## config.mk

```make
export PLATFORM = sky130hd
export DESIGN_NAME = ubt_xcvr
export DESIGN_NICKNAME = d
export VERILOG_FILES = /design/src/rtl/ubt_pkg.sv /design/src/rtl/ubt_edge_det.sv /design/src/rtl/ubt_store.sv /design/src/rtl/ubt_word.sv /design/src/rtl/ubt_xcvr.sv
export SDC_FILE = /design/constraint.sdc
export NUM_CORES = 1
export LEC_CHECK = 0
export BUFFER_PORTS_ARGS = -buffer_cell sky130_fd_sc_hd__buf_2
export CAP_MARGIN = 20
export CORE_MARGIN = 1.5
export CORE_UTILIZATION = 36
export DETAILED_ROUTE_END_ITERATION = 6
export MAX_ROUTING_LAYER = met4
export PLACE_DENSITY_LB_ADDON = 0.08
export RECOVER_POWER = 25
export SLEW_MARGIN = 20
export SYNTH_ARGS = -nofsm -noshare
export SYNTH_HDL_FRONTEND = slang
export SYNTH_HIERARCHICAL = 1
export SYNTH_SLANG_ARGS = --single-unit
```

## constraint.sdc

```tcl
create_clock -name clk -period 1.5 [get_ports clk]
set_input_delay 0.15 -clock clk [delete_from_list [all_inputs] [get_ports clk]]
set_output_delay 0.15 -clock clk [all_outputs]
set_load 0.02 [all_outputs]
```

## src/rtl/ubt_pkg.sv

```systemverilog
package ubt_pkg;

  typedef enum logic [1:0] {
    MODE_PASS  = 2'd0,
    MODE_CLOCK = 2'd1,
    MODE_HOLD  = 2'd2
  } path_mode_e;

  function automatic path_mode_e pick_mode(input logic le, input logic edge_seen);
    if (le)             return MODE_PASS;
    else if (edge_seen) return MODE_CLOCK;
    else                return MODE_HOLD;
  endfunction

endpackage

```

## src/rtl/ubt_edge_det.sv

```systemverilog
module ubt_edge_det (
  input  logic clk,
  input  logic rst,
  input  logic lvl,
  output logic rise
);
  logic lvl_q;

  always_ff @(posedge clk) begin
    if (rst) lvl_q <= 1'b0;
    else     lvl_q <= lvl;
  end

  assign rise = lvl & ~lvl_q;
endmodule

```

## src/rtl/ubt_store.sv

```systemverilog
module ubt_store #(
  parameter int WIDTH = 8
) (
  input  logic             clk,
  input  logic             rst,
  input  logic             le,
  input  logic             load,
  input  logic [WIDTH-1:0] d,
  output logic [WIDTH-1:0] q
);
  import ubt_pkg::*;

  path_mode_e       mode;
  logic [WIDTH-1:0] held;

  assign mode = pick_mode(le, load);

  always_ff @(posedge clk) begin
    if (rst) begin
      held <= '0;
    end else begin
      case (mode)
        MODE_PASS, MODE_CLOCK: held <= d;
        default:               held <= held;
      endcase
    end
  end

  assign q = (mode == MODE_PASS) ? d : held;

  // Latch closing: the value seen while transparent stays.
  assert_close_capture_R2: assert property (@(posedge clk) disable iff (rst)
    le |=> (le || q == $past(d)));

  assert_clock_load_R3: assert property (@(posedge clk) disable iff (rst)
    (!le && load) |=> (le || q == $past(d)));

  assert_hold_R4: assert property (@(posedge clk) disable iff (rst)
    (!le && !load) |=> (le || q == $past(q)));
endmodule

```

## src/rtl/ubt_word.sv

```systemverilog
module ubt_word #(
  parameter int WIDTH = 8
) (
  input  logic             clk,
  input  logic             rst,
  input  logic             load,
  input  logic [WIDTH-1:0] a_in,
  input  logic [WIDTH-1:0] b_in,
  input  logic             le_ab,
  input  logic             le_ba,
  input  logic             oe_ab_n,
  input  logic             oe_ba_n,
  input  logic             oe_all_n,
  output logic [WIDTH-1:0] a_out,
  output logic [WIDTH-1:0] b_out,
  output logic             a_oe,
  output logic             b_oe,
  output logic             conflict
);
  logic want_ab;
  logic want_ba;

  ubt_store #(.WIDTH(WIDTH)) u_ab (
    .clk(clk), .rst(rst), .le(le_ab), .load(load), .d(a_in), .q(b_out)
  );

  ubt_store #(.WIDTH(WIDTH)) u_ba (
    .clk(clk), .rst(rst), .le(le_ba), .load(load), .d(b_in), .q(a_out)
  );

  always_comb begin
    want_ab  = ~oe_all_n & ~oe_ab_n;
    want_ba  = ~oe_all_n & ~oe_ba_n;
    conflict = want_ab & want_ba;
    b_oe     = want_ab & ~conflict & ~rst;
    a_oe     = want_ba & ~conflict & ~rst;
  end

  assert_no_dual_drive_R8: assert property (@(posedge clk) disable iff (rst)
    !(a_oe && b_oe));

  assert_clash_quiet_R8: assert property (@(posedge clk) disable iff (rst)
    conflict |-> (!a_oe && !b_oe));
endmodule

```

## src/rtl/ubt_xcvr.sv

```systemverilog
module ubt_xcvr #(
  parameter int WORD_W    = 8,
  parameter int NUM_WORDS = 2,
  localparam int BUS_W    = WORD_W * NUM_WORDS
) (
  input  logic                 clk,
  input  logic                 rst,
  input  logic                 xfer_clk,
  input  logic [BUS_W-1:0]     a_in,
  input  logic [BUS_W-1:0]     b_in,
  input  logic [NUM_WORDS-1:0] le_ab,
  input  logic [NUM_WORDS-1:0] le_ba,
  input  logic [NUM_WORDS-1:0] oe_ab_n,
  input  logic [NUM_WORDS-1:0] oe_ba_n,
  input  logic                 oe_all_n,
  output logic [BUS_W-1:0]     a_out,
  output logic [NUM_WORDS-1:0] a_oe,
  output logic [BUS_W-1:0]     b_out,
  output logic [NUM_WORDS-1:0] b_oe,
  output logic [NUM_WORDS-1:0] word_conflict
);
  logic xfer_rise;

  ubt_edge_det u_edge (
    .clk(clk), .rst(rst), .lvl(xfer_clk), .rise(xfer_rise)
  );

  for (genvar w = 0; w < NUM_WORDS; w++) begin : g_word
    ubt_word #(.WIDTH(WORD_W)) u_word (
      .clk      (clk),
      .rst      (rst),
      .load     (xfer_rise),
      .a_in     (a_in[w*WORD_W +: WORD_W]),
      .b_in     (b_in[w*WORD_W +: WORD_W]),
      .le_ab    (le_ab[w]),
      .le_ba    (le_ba[w]),
      .oe_ab_n  (oe_ab_n[w]),
      .oe_ba_n  (oe_ba_n[w]),
      .oe_all_n (oe_all_n),
      .a_out    (a_out[w*WORD_W +: WORD_W]),
      .b_out    (b_out[w*WORD_W +: WORD_W]),
      .a_oe     (a_oe[w]),
      .b_oe     (b_oe[w]),
      .conflict (word_conflict[w])
    );
  end

  assert_global_off_R7: assert property (@(posedge clk) disable iff (rst)
    oe_all_n |-> (a_oe == '0 && b_oe == '0));

  assert_reset_quiet_R9: assert property (@(posedge clk)
    rst |-> (a_oe == '0 && b_oe == '0));
endmodule

```

== Word level (Yosys, flattened, before mapping) ==
Cells that the tools add are included.

* Equality and inequality tests: 4
* Multiplexer cells: 9
* Bitwise logic cells: 24
* Reductions and logical operators: 8

{| class="wikitable"
|+ Operators with widths
! kind !! count
|-
| $mux W8 || 4
|-
| $and A1 B1 Y1 || 15
|-
| $mux W2 || 5
|-
| $not A1 Y1 || 9
|-
| $eq A2 B1 Y1 const B || 4
|-
| $logic_not A2 Y1 || 4
|-
| $reduce_or A2 Y1 || 4
|}

* Bits in registers: 33
* Input port bits: 44
* Output and inout bits: 38
* Logic and storage cells: 50

== Depth between registers and ports, before layout ==
Gate-level depths: netlist (run 1).

* Word-level depth: 6
* Gate-level depth with buffers: 4
* Depth with buffers taken out: 3

== Cells and area by module ==
Netlist (run 1), hierarchy kept.

{| class="wikitable"
|+ By module, submodules not included
! module !! instances !! cells an instance !! area each (um^2) !! seq. area each (um^2)
|-
| ubt_store || 4 || 44 || 425.4 || 160.2
|-
| ubt_edge_det || 1 || 3 || 47.5 || 20.0
|-
| ubt_word || 2 || 3 || 22.5 || 0.0
|}

== Worst setup path after synthesis (run 1) ==
OpenSTA, ideal clock, no wires.

* Path type: reg-to-reg
* Start point: reg u_edge.lvl_q
* End point: reg g_word[0].u_word.u_ab.held[0]
* Setup time: 70 ps
* Data arrival time: 1017 ps
* Data required time: 1430 ps
* Path slack: 413 ps
* Cell stages (with the launch flop): 5
* Path buffers: 1
* Period minus slack after synthesis: 1087 ps
* Cell sequence: dfxtp_1 > nor2b_4 > buf_2 > or3b_1 > a21oi_1

* Word-level cells in the longest chain between the ends: 6
* Elaborated cells on any way between the ends: 7
* Those cells by class: eq/ne (1); mux (2); bitwise (2); reduce/logical (2)

{| class="wikitable"
|+ Ends and longest elaborated chain
! item !! RTL line !! text
|-
| start, declared || ubt_edge_det.sv:7 || <nowiki>logic lvl_q;</nowiki>
|-
| start signal, assigned || ubt_edge_det.sv:11 || <nowiki>else lvl_q <= lvl;</nowiki>
|-
| $not A1 Y1 * || ubt_edge_det.sv:14 || <nowiki>assign rise = lvl & ~lvl_q;</nowiki>
|-
| $and A1 B1 Y1 * || ubt_edge_det.sv:14 ||
|-
| net xfer_rise || ubt_xcvr.sv:22 || <nowiki>logic xfer_rise;</nowiki>
|-
| $mux W2 * || ubt_pkg.sv:11 || <nowiki>else if (edge_seen) return MODE_CLOCK;</nowiki>
|-
| $mux W2 * || ubt_pkg.sv:10 || <nowiki>if (le) return MODE_PASS;</nowiki>
|-
| $eq A2 B1 Y1 or $logic_not A2 Y1 (tied branches) || ubt_store.sv:22 || <nowiki>case (mode)</nowiki>
|-
| $reduce_or A2 Y1 * || ubt_store.sv:22 ||
|-
| end signal, assigned || ubt_store.sv:24 || <nowiki>default: held <= held;</nowiki>
|-
| end, declared || ubt_store.sv:14 || <nowiki>logic [WIDTH-1:0] held;</nowiki>
|}

Mark *: on every way through the listed nets, which the timed path passes. The rest lies on a longest branch.
A chain may end at the register's enable or synchronous reset.

== Worst setup path in the final report (run 1) ==
* Start point: reg u_edge.lvl_q
* End point: reg g_word[1].u_word.u_ab.held[2]

* Word-level cells in the longest chain between the ends: 6
* Elaborated cells on any way between the ends: 7
* Those cells by class: eq/ne (1); mux (2); bitwise (2); reduce/logical (2)

{| class="wikitable"
|+ Ends and longest elaborated chain
! item !! RTL line
|-
| $not A1 Y1 * || ubt_edge_det.sv:14
|-
| $and A1 B1 Y1 * || ubt_edge_det.sv:14
|-
| net xfer_rise || ubt_xcvr.sv:22
|-
| $mux W2 * || ubt_pkg.sv:11
|-
| $mux W2 * || ubt_pkg.sv:10
|-
| $eq A2 B1 Y1 or $logic_not A2 Y1 (tied branches) || ubt_store.sv:22
|-
| $reduce_or A2 Y1 * || ubt_store.sv:22
|-
| end signal, assigned || ubt_store.sv:24
|-
| end, declared || ubt_store.sv:14
|}

Marked as above.

==> flow_summary.json, run 1 <==
{
  "status": "complete, no violations",
  "netlist_instances": 185,
  "synth_edf_count": 0,
  "clock.fmax_mhz": 763.9,
  "grt.overflow.total": 0,
  "internal-power_mw": 1.469,
  "final_nets": 303,
  "wirelength_um": 3880,
  "htree_num_levels": 2,
  "cap_violations": 0,
  "numCtsBuffers": 5,
  "num-fill-cells": 499,
  "ys_ff_latch": 33,
  "clockRootBuffer": "clkbuf_8",
  "setup_ws_ns": 0.1909,
  "power_frac_clock_pct": 30.7,
  "hold_viol_final": 0,
  "cts_tree": "yes",
  "wl_met3_um": 281,
  "synth_ff_type": "dfxtp_1",
  "netlist.area_leader.share_pct": 36.82,
  "path_clk_slew_ns": 0.07,
  "syn_avg_cell_area_sq_um": 9.698,
  "max-slew-margin-rel_pct": 56.15,
  "drc": 0,
  "synth_area_sq_um": 1794,
  "synth_nets": 229,
  "hold_slack_ns": 0.09806,
  "drtIter0Drc": 61,
  "worst-endpoint-arrival_ns": 1.51,
  "critPathLaunchType": "flop",
  "reg2reg_slack_ns": 0.19,
  "layout_min_cycle_time_ns": 1.309,
  "yosys-top-cells-count": "33 x dfxtp_1, 32 x a21oi_1, 32 x mux2_2, 32 x o21ai_0",
  "rows": 25,
  "yosysTopAreaCell": "dfxtp_1",
  "ctsHoldBuffers": 0,
  "die_h_um": 73.60,
  "synthToLayoutAreaGrowth_pct": 26.43,
  "rsz0062_at_grt": "no",
  "pre_cts_ws_ns": 0.2605,
  "diodes": 0,
  "ir_drop_uv": 355.7,
  "start_util_pct": 37.74,
  "die_w_um": 73.60,
  "topRoutingLayerUsed": "met4",
  "core_sq_um": 4755,
  "pwr-share-seq_pct": 45.9,
  "synth_cell_types": 12,
  "clock_skew_ns": 0.006342,
  "required_ns": 1.70,
  "power.density_nw_per_um2": 918.9,
  "wl_met2_um": 1589,
  "p_leak_nw": 0.9324,
  "synth.most_common_cell": "dfxtp_1",
  "drive_gt1_share_pct": 49.62,
  "yosysSeqAreaShare_pct": 36.82,
  "tightest_slew_ns": 0.6577,
  "setup_viol": 0,
  "cts_setup_buffers": 0,
  "p_comb_share_pct": 23.4,
  "grt_usage_pct": 14.93,
  "grt_pass1_vias": 1405,
  "met1_length_um": 1945,
  "period_share_pct": 87.28,
  "io_buffer_count": 81,
  "critical_path.max_fanout": 64,
  "async_flop_share_pct": 0,
  "clock_sinks": 33,
  "vias": 1622,
  "yosys_warnings": 6,
  "dp_hpwl_um": 2564,
  "sw_frac_of_total_pct": 29.51,
  "tns_ns": 0,
  "clk_latency_ns": 0.28,
  "power_mw": 2.085,
  "critical_path_class": "reg -> reg",
  "slew_violations": 0,
  "synth_area_leaders": "dfxtp_1 37%, mux2_2 20%, a21oi_1 8.9%",
  "die_area_sq_um": 5416,
  "placed_cell_area_sq_um": 2211,
  "grt_pass1_wl_um": 6154,
  "cts_resized": 0,
  "antenna_left": 0,
  "end_kind": "flop",
  "antenna_found_initial": 0,
  "hp-class": "in -> reg",
  "via_per_inst": 4.960,
  "gp_congestion": 0.6882,
  "wl_per_cell_um": 11.87,
  "post-route-cell-area_sq_um": 2268,
  "p_switching_mw": 0.6151,
  "ios": 82,
  "grt_max_degree": 65,
  "drtPass1Iterations": 4,
  "clockBufferDepth": 2
}
-- sequential cells by signal (all words and copies together), names as in the netlist --
register                 cells
g_word.u_word/u_ba/held     16
u_edge/lvl_q                 1
g_word.u_word/u_ab/held     16
-- worst paths after layout --
check	from	end	cells after the start
setup reg to reg	u_edge/lvl_q$_SDFF_PP0_	g_word[1].u_word/u_ab/held[2]$_SDFFE_PP0P_	4
setup / recovery	u_edge/lvl_q$_SDFF_PP0_	g_word[1].u_word/u_ab/held[2]$_SDFFE_PP0P_	4
hold reg to reg	g_word[1].u_word/u_ba/held[0]$_SDFFE_PP0P_	g_word[1].u_word/u_ba/held[0]$_SDFFE_PP0P_	2
hold / removal	xfer_clk	u_edge/lvl_q$_SDFF_PP0_	2
-- layer usage --
metal  vias up  global-route usage [%]
met1       722                   20.14
met4         0                   6.173
met3         8                   3.978
li1        836                       -
met5         -                       -
met2        56                   21.02
-- kinds of logic after synthesis --
| logic type | share of synthesized area [%] |
|---|---|
| AOI/OAI and AO/OA | 17.85 |
| and+or+nand+nor | 19.66 |
| DFF | 36.82 |
| muxes | 20.08 |
| buffers and inverters | 5.578 |
-- power groups by stage --
stage	combinational (mW)	sequential (mW)	clock, mW
global route	0.535	0.962	0.704
detailed placement	0.498	0.976	0
floorplan	0.340	0.968	0
global placement	0.496	0.976	0
CTS	0.500	0.956	0.669
finish	0.488	0.956	0.641
-- through the flow --
step	utilization (%)	std cells
floorplan	-	185
global placement	46.50	319
detailed placement	46.50	319
CTS	48.24	327
global route	47.71	327
finish	47.71	327
-- critical path: stages (launching register included) --
cell	delay [ns]
dfxtp_1	0.35
nor2b_4	0.04
buf_6	0.21
or3b_2	0.47
a21oi_1	0.14
-- placed cells by master, fill, tap and decap left out, drive strengths merged --
cell type	n
mux2	32
clkinv	2
o21ai	32
nor2b	2
clkbuf	21
nor4b	4
dfxtp	33
buf	68
nor3	2
a21oi	32
or3b	32
-- area by class of cell --
type | count | area (sq um) | share of cell area [%]
clock buffers | 6 | 72.57 | 3.199
clock inverters | 2 | 10.01 | 0.4413
multi-input cells | 136 | 1033 | 45.56
flip-flops and latches | 33 | 660.6 | 29.12
well taps | 67 | 83.83 | 3.696
repair buffers | 83 | 407.9 | 17.98
Power figures use the tool's default switching activity.
==> run 2: changes to the inputs <==
RECOVER_POWER = 100   (was 25)
==> run 2 against run 1 <==
Net effect: combinational power is 3% lower; first-iteration DRC count is 9.8% lower; fmax hardly changed; global-route usage stayed put; cell area is 1.3% lower; sequential power hardly changed; critical path depth stayed put; routed wire length is 0.31% lower; critical path type unchanged; highest routed layer unchanged.
==> flow_summary.json, run 2 (synthesis gave the netlist of run 1 again) <==
{
  "grt.overflow.total": 0,
  "cts_tree": "yes",
  "drtPass1Iterations": 4,
  "worstPathCellList": "nor2b_4, buf_6, or3b_2, a21oi_1",
  "final_nets": 303,
  "clockRootBuffer": "clkbuf_8",
  "clock_skew_ns": 0.006083,
  "io_buffer_count": 81,
  "htree_num_levels": 2,
  "ios": 82,
  "critical_path_class": "reg -> reg",
  "internal-power_mw": 1.455,
  "clockBufferDepth": 2,
  "critPathMaxStageDelay_ns": 0.47,
  "die_w_um": 73.60,
  "rows": 25,
  "antenna_left": 0,
  "num-fill-cells": 511,
  "tightest_slew_ns": 0.6579,
  "clk_latency_ns": 0.28,
  "critical_path.max_fanout": 64,
  "layout_common_cells": "43 x buf_2, 35 x clkbuf_1, 33 x dfxtp_1",
  "p_switching_mw": 0.6151,
  "die_h_um": 73.60,
  "sw_frac_of_total_pct": 29.71,
  "dp_hpwl_um": 2564,
  "p_leak_nw": 0.8574,
  "final_common_cell": "buf_2",
  "ir_drop_uv": 339.2,
  "antenna_found_initial": 0,
  "required_ns": 1.70,
  "synthToLayoutAreaGrowth_pct": 24.83,
  "core_sq_um": 4755,
  "placed_cell_area_sq_um": 2211,
  "ctsHoldBuffers": 0,
  "gp_congestion": 0.6882,
  "status": "complete, no violations",
  "clock.fmax_mhz": 763.1,
  "power.density_nw_per_um2": 924.3,
  "vias": 1629,
  "power_frac_clock_pct": 30.9,
  "hp-class": "in -> reg",
  "critPathLaunchType": "flop",
  "tns_ns": 0,
  "start_util_pct": 37.74,
  "drive_gt1_share_pct": 40.77,
  "cpMaxStageDelayCell": "or3b_2",
  "drtIter0Drc": 55,
  "rsz0062_at_grt": "no",
  "cts_setup_buffers": 0,
  "numCtsBuffers": 5,
  "hold_viol_final": 0,
  "grt_pass1_vias": 1405,
  "fin_util_pct": 47.11,
  "grt_max_degree": 65,
  "reg_top3": "g_word.u_word/u_ab/held x16, g_word.u_word/u_ba/held x16, u_edge/lvl_q x1",
  "layout_min_cycle_time_ns": 1.310,
  "end_kind": "flop",
  "max-slew-margin-rel_pct": 56.14,
  "die_area_sq_um": 5416,
  "grt_usage_pct": 14.93,
  "pwr-share-seq_pct": 46.2,
  "wl_per_cell_um": 11.83,
  "cts_resized": 0,
  "diodes": 0,
  "clock_sinks": 33,
  "p_comb_share_pct": 22.9,
  "drc": 0,
  "worst-endpoint-arrival_ns": 1.51,
  "path_clk_slew_ns": 0.07,
  "setup_viol": 0,
  "slew_violations": 0,
  "cap_violations": 0,
  "via_per_inst": 4.982,
  "post-route-cell-area_sq_um": 2240,
  "wirelength_um": 3868,
  "period_share_pct": 87.36,
  "grt_pass1_wl_um": 6154
}
==> run 2: changes by cell type in the layout (fill, tap and decap cells not counted), sizes merged <==
cell / before / now
buf: 68 / 44
clkbuf: 21 / 45
==> run 2: worst paths after layout <==
check / from / end / slack (ns) / cells past startpoint
max: u_edge/lvl_q$_SDFF_PP0_ / g_word[1].u_word/u_ab/held[2]$_SDFFE_PP0P_ / 0.19 / 4
min: xfer_clk / u_edge/lvl_q$_SDFF_PP0_ / 0.1 / 2
max reg2reg: u_edge/lvl_q$_SDFF_PP0_ / g_word[1].u_word/u_ab/held[2]$_SDFFE_PP0P_ / 0.19 / 4
min reg2reg: g_word[1].u_word/u_ba/held[0]$_SDFFE_PP0P_ / g_word[1].u_word/u_ba/held[0]$_SDFFE_PP0P_ / 0.55 / 2
==> run 2: cell type report <==
type / instances / area, sq um / share of cell area [%]
Timing Repair Buffer: 83 / 379.1 / 16.93
Clock buffer: 6 / 72.57 / 3.240
Tap cell: 67 / 83.83 / 3.743
Clock inverter: 2 / 10.01 / 0.4469
Sequential cell: 33 / 660.6 / 29.50
Multi-Input combinational cell: 136 / 1033 / 46.15
==> run 2: routing by layer <==
metal,track usage [%],up-vias,part of all wire (%)
met3,3.978,8,7.4
met1,20.14,724,50
met2,21.02,61,41
met5,-,-,0
li1,-,836,-
met4,6.173,0,1.7
==> run 2: stage by stage <==
step,instances,hold slack (ns),power [mW],setup WS [ns]
2_1_floorplan,185,0.2143,1.308,0.4129
3_3_place_gp,319,0.3909,1.472,0.2890
3_5_place_dp,319,0.3938,1.473,0.2605
4_1_cts,327,0.09152,2.125,0.2448
5_1_grt,327,0.1096,2.187,0.1161
6_report,327,0.09754,2.070,0.1896
==> run 2: power groups by stage <==
| stage | clock network [mW] | logic [mW] | registers (mW) |
|---|---|---|---|
| after global routing | 0.704 | 0.521 | 0.962 |
| after CTS | 0.669 | 0.500 | 0.956 |
| after global placement | 0 | 0.496 | 0.976 |
| final | 0.639 | 0.475 | 0.956 |
| after floorplan | 0 | 0.340 | 0.968 |
| after detailed placement | 0 | 0.498 | 0.976 |
==> run 2: critical path, delay by kind of cell, from the launching register on <==
kind	cells	cell delay, ns
simple gates	2	0.51
flops	1	0.35
compound gates	1	0.14
buf+inv	1	0.21
==> run 3: changes to the inputs <==
CAP_MARGIN = 15   (was 20)
clock period = 1.64 ns   (was 1.5 ns; I/O delays follow)
==> run 3 against run 2 <==
Net effect: clock power shrank 5.8%; sequential share of layout area shrank 0.066 points; sequential power shrank 8.7%; via count shrank 2.3%; combinational power shrank 8.6%; final cell count shrank 0.31%; worst hold slack gained 0.022 ns; total power shrank 7.7%; clock skew shrank 0.0044 ns; largest power group unchanged; clock-buffer cell count grew 1.
==> flow_summary.json, run 3 (synthesis gave the netlist of run 1 again) <==
{
  "status": "complete, no violations",
  "crit_path_end": "b_out[3]",
  "reg2reg_slack_ns": 0.42,
  "io_buffer_count": 81,
  "cts_resized": 0,
  "gp_congestion": 0.7016,
  "vias": 1592,
  "clock.fmax_mhz": 807.9,
  "p_leak_nw": 0.8544,
  "setup_ws_ns": 0.4023,
  "wl_per_cell_um": 11.77,
  "clock_sinks": 33,
  "htree_num_levels": 2,
  "clock_skew_ns": 0.001650,
  "final_common_cell": "buf_2",
  "drtIter0Drc": 73,
  "clockRootBuffer": "clkbuf_8",
  "reg2reg_to": "g_word[0].u_word/u_ab/held[3]$_SDFFE_PP0P_",
  "worst-endpoint-arrival_ns": 1.07,
  "numCtsBuffers": 5,
  "critical_path_class": "in -> out",
  "die_h_um": 73.60,
  "grt_pass1_vias": 1271,
  "critPathLaunchType": "input port",
  "wirelength_um": 3837,
  "slew_violations": 0,
  "r2r_cells": 4,
  "power_mw": 1.910,
  "num-fill-cells": 503,
  "tns_ns": 0,
  "die_area_sq_um": 5416,
  "ios": 82,
  "clockBufferDepth": 2,
  "tightest_slew_ns": 0.6543,
  "drtPass1Iterations": 4,
  "cap_violations": 0,
  "rows": 25,
  "drive_gt1_share_pct": 40.15,
  "pre_cts_ws_ns": 0.4018,
  "hold_viol_final": 0,
  "hp-class": "in -> reg",
  "layout_min_cycle_time_ns": 1.238,
  "period_share_pct": 75.47,
  "drc": 0,
  "grt_pass1_wl_um": 5775,
  "cts_tree": "yes",
  "diodes": 0,
  "grt_usage_pct": 13.95,
  "rsz0062_at_grt": "no",
  "layout_common_cells": "43 x buf_2, 35 x clkbuf_1, 33 x dfxtp_1",
  "via_per_inst": 4.883,
  "dp_hpwl_um": 2492,
  "antenna_found_initial": 0,
  "path_clk_slew_ns": 0.06,
  "start_util_pct": 37.74,
  "die_w_um": 73.60,
  "cts_setup_buffers": 0,
  "end_kind": "primary output",
  "reg_top3": "g_word.u_word/u_ab/held x16, g_word.u_word/u_ba/held x16, u_edge/lvl_q x1",
  "ctsHoldBuffers": 0,
  "final_nets": 303,
  "synthToLayoutAreaGrowth_pct": 25.10,
  "dp_cells": 319,
  "setup_viol": 0,
  "crit_start": "le_ab[0]",
  "required_ns": 1.48,
  "grt.overflow.total": 0,
  "power.density_nw_per_um2": 850.8,
  "grt_max_degree": 65,
  "ir_drop_uv": 371.8,
  "clk_latency_ns": 0.27,
  "core_sq_um": 4755,
  "r2r_start": "u_edge/lvl_q$_SDFF_PP0_",
  "layout.cells.non_filler": 326,
  "critical_path.max_fanout": 24,
  "antenna_left": 0,
  "max-slew-margin-rel_pct": 56.38
}
-- run 3: cell count changes in the layout (fill, tap and decap cells not counted), sizes merged --
cell	change
clkbuf	+1
clkinv	-2
-- run 3: stage by stage --
| step | utilization [%] | cell area (sq um) | hold slack, ns |
|---|---|---|---|
| 2_1_floorplan | - | 1794 | 0.2283 |
| 3_3_place_gp | 46.50 | 2211 | 0.4054 |
| 3_5_place_dp | 46.50 | 2211 | 0.4071 |
| 4_1_cts | 48.32 | 2297 | 0.1141 |
| 5_1_grt | 47.21 | 2245 | 0.1306 |
| 6_report | 47.21 | 2245 | 0.1194 |
-- run 3: layout make-up --
cell class	count	area (sq um)	area share [%]
clock buffer	7	86.33	3.846
multi-input combinational	136	1026	45.71
sequential	33	660.6	29.43
timing repair buffer	83	387.9	17.28
tap	67	83.83	3.735
-- run 3: metal layers --
layer  GRT usage (%)  up-vias  part of all wire (%)
met5               -        -                     0
met4           4.321        0                  0.60
met3           4.664        2                   6.8
met2           18.92       54                    41
met1           19.41      705                    52
li1                -      831                     -
-- run 3: worst min path at each step --
stage,cells past startpoint,slack [ns],startpoint,to
2_1_floorplan,1,0.23,rst,u_edge/lvl_q$_SDFF_PP0_
3_3_place_gp,2,0.41,xfer_clk,u_edge/lvl_q$_SDFF_PP0_
3_5_place_dp,2,0.41,xfer_clk,u_edge/lvl_q$_SDFF_PP0_
4_1_cts,2,0.11,xfer_clk,u_edge/lvl_q$_SDFF_PP0_
5_1_grt,2,0.13,xfer_clk,u_edge/lvl_q$_SDFF_PP0_
6_report,2,0.12,xfer_clk,u_edge/lvl_q$_SDFF_PP0_
-- run 3: critical path, stage by stage --
cell and delay [ns]:
clkbuf_2 0.34, mux2_2 0.39, clkbuf_1 0.17
-- run 3: power by group --
part,internal (mW),switching [mW],total [mW],leakage (nW)
clock network,0.333,0.270,0.602,0.0443
registers,0.854,0.0196,0.873,0.273
logic,0.185,0.249,0.434,0.537
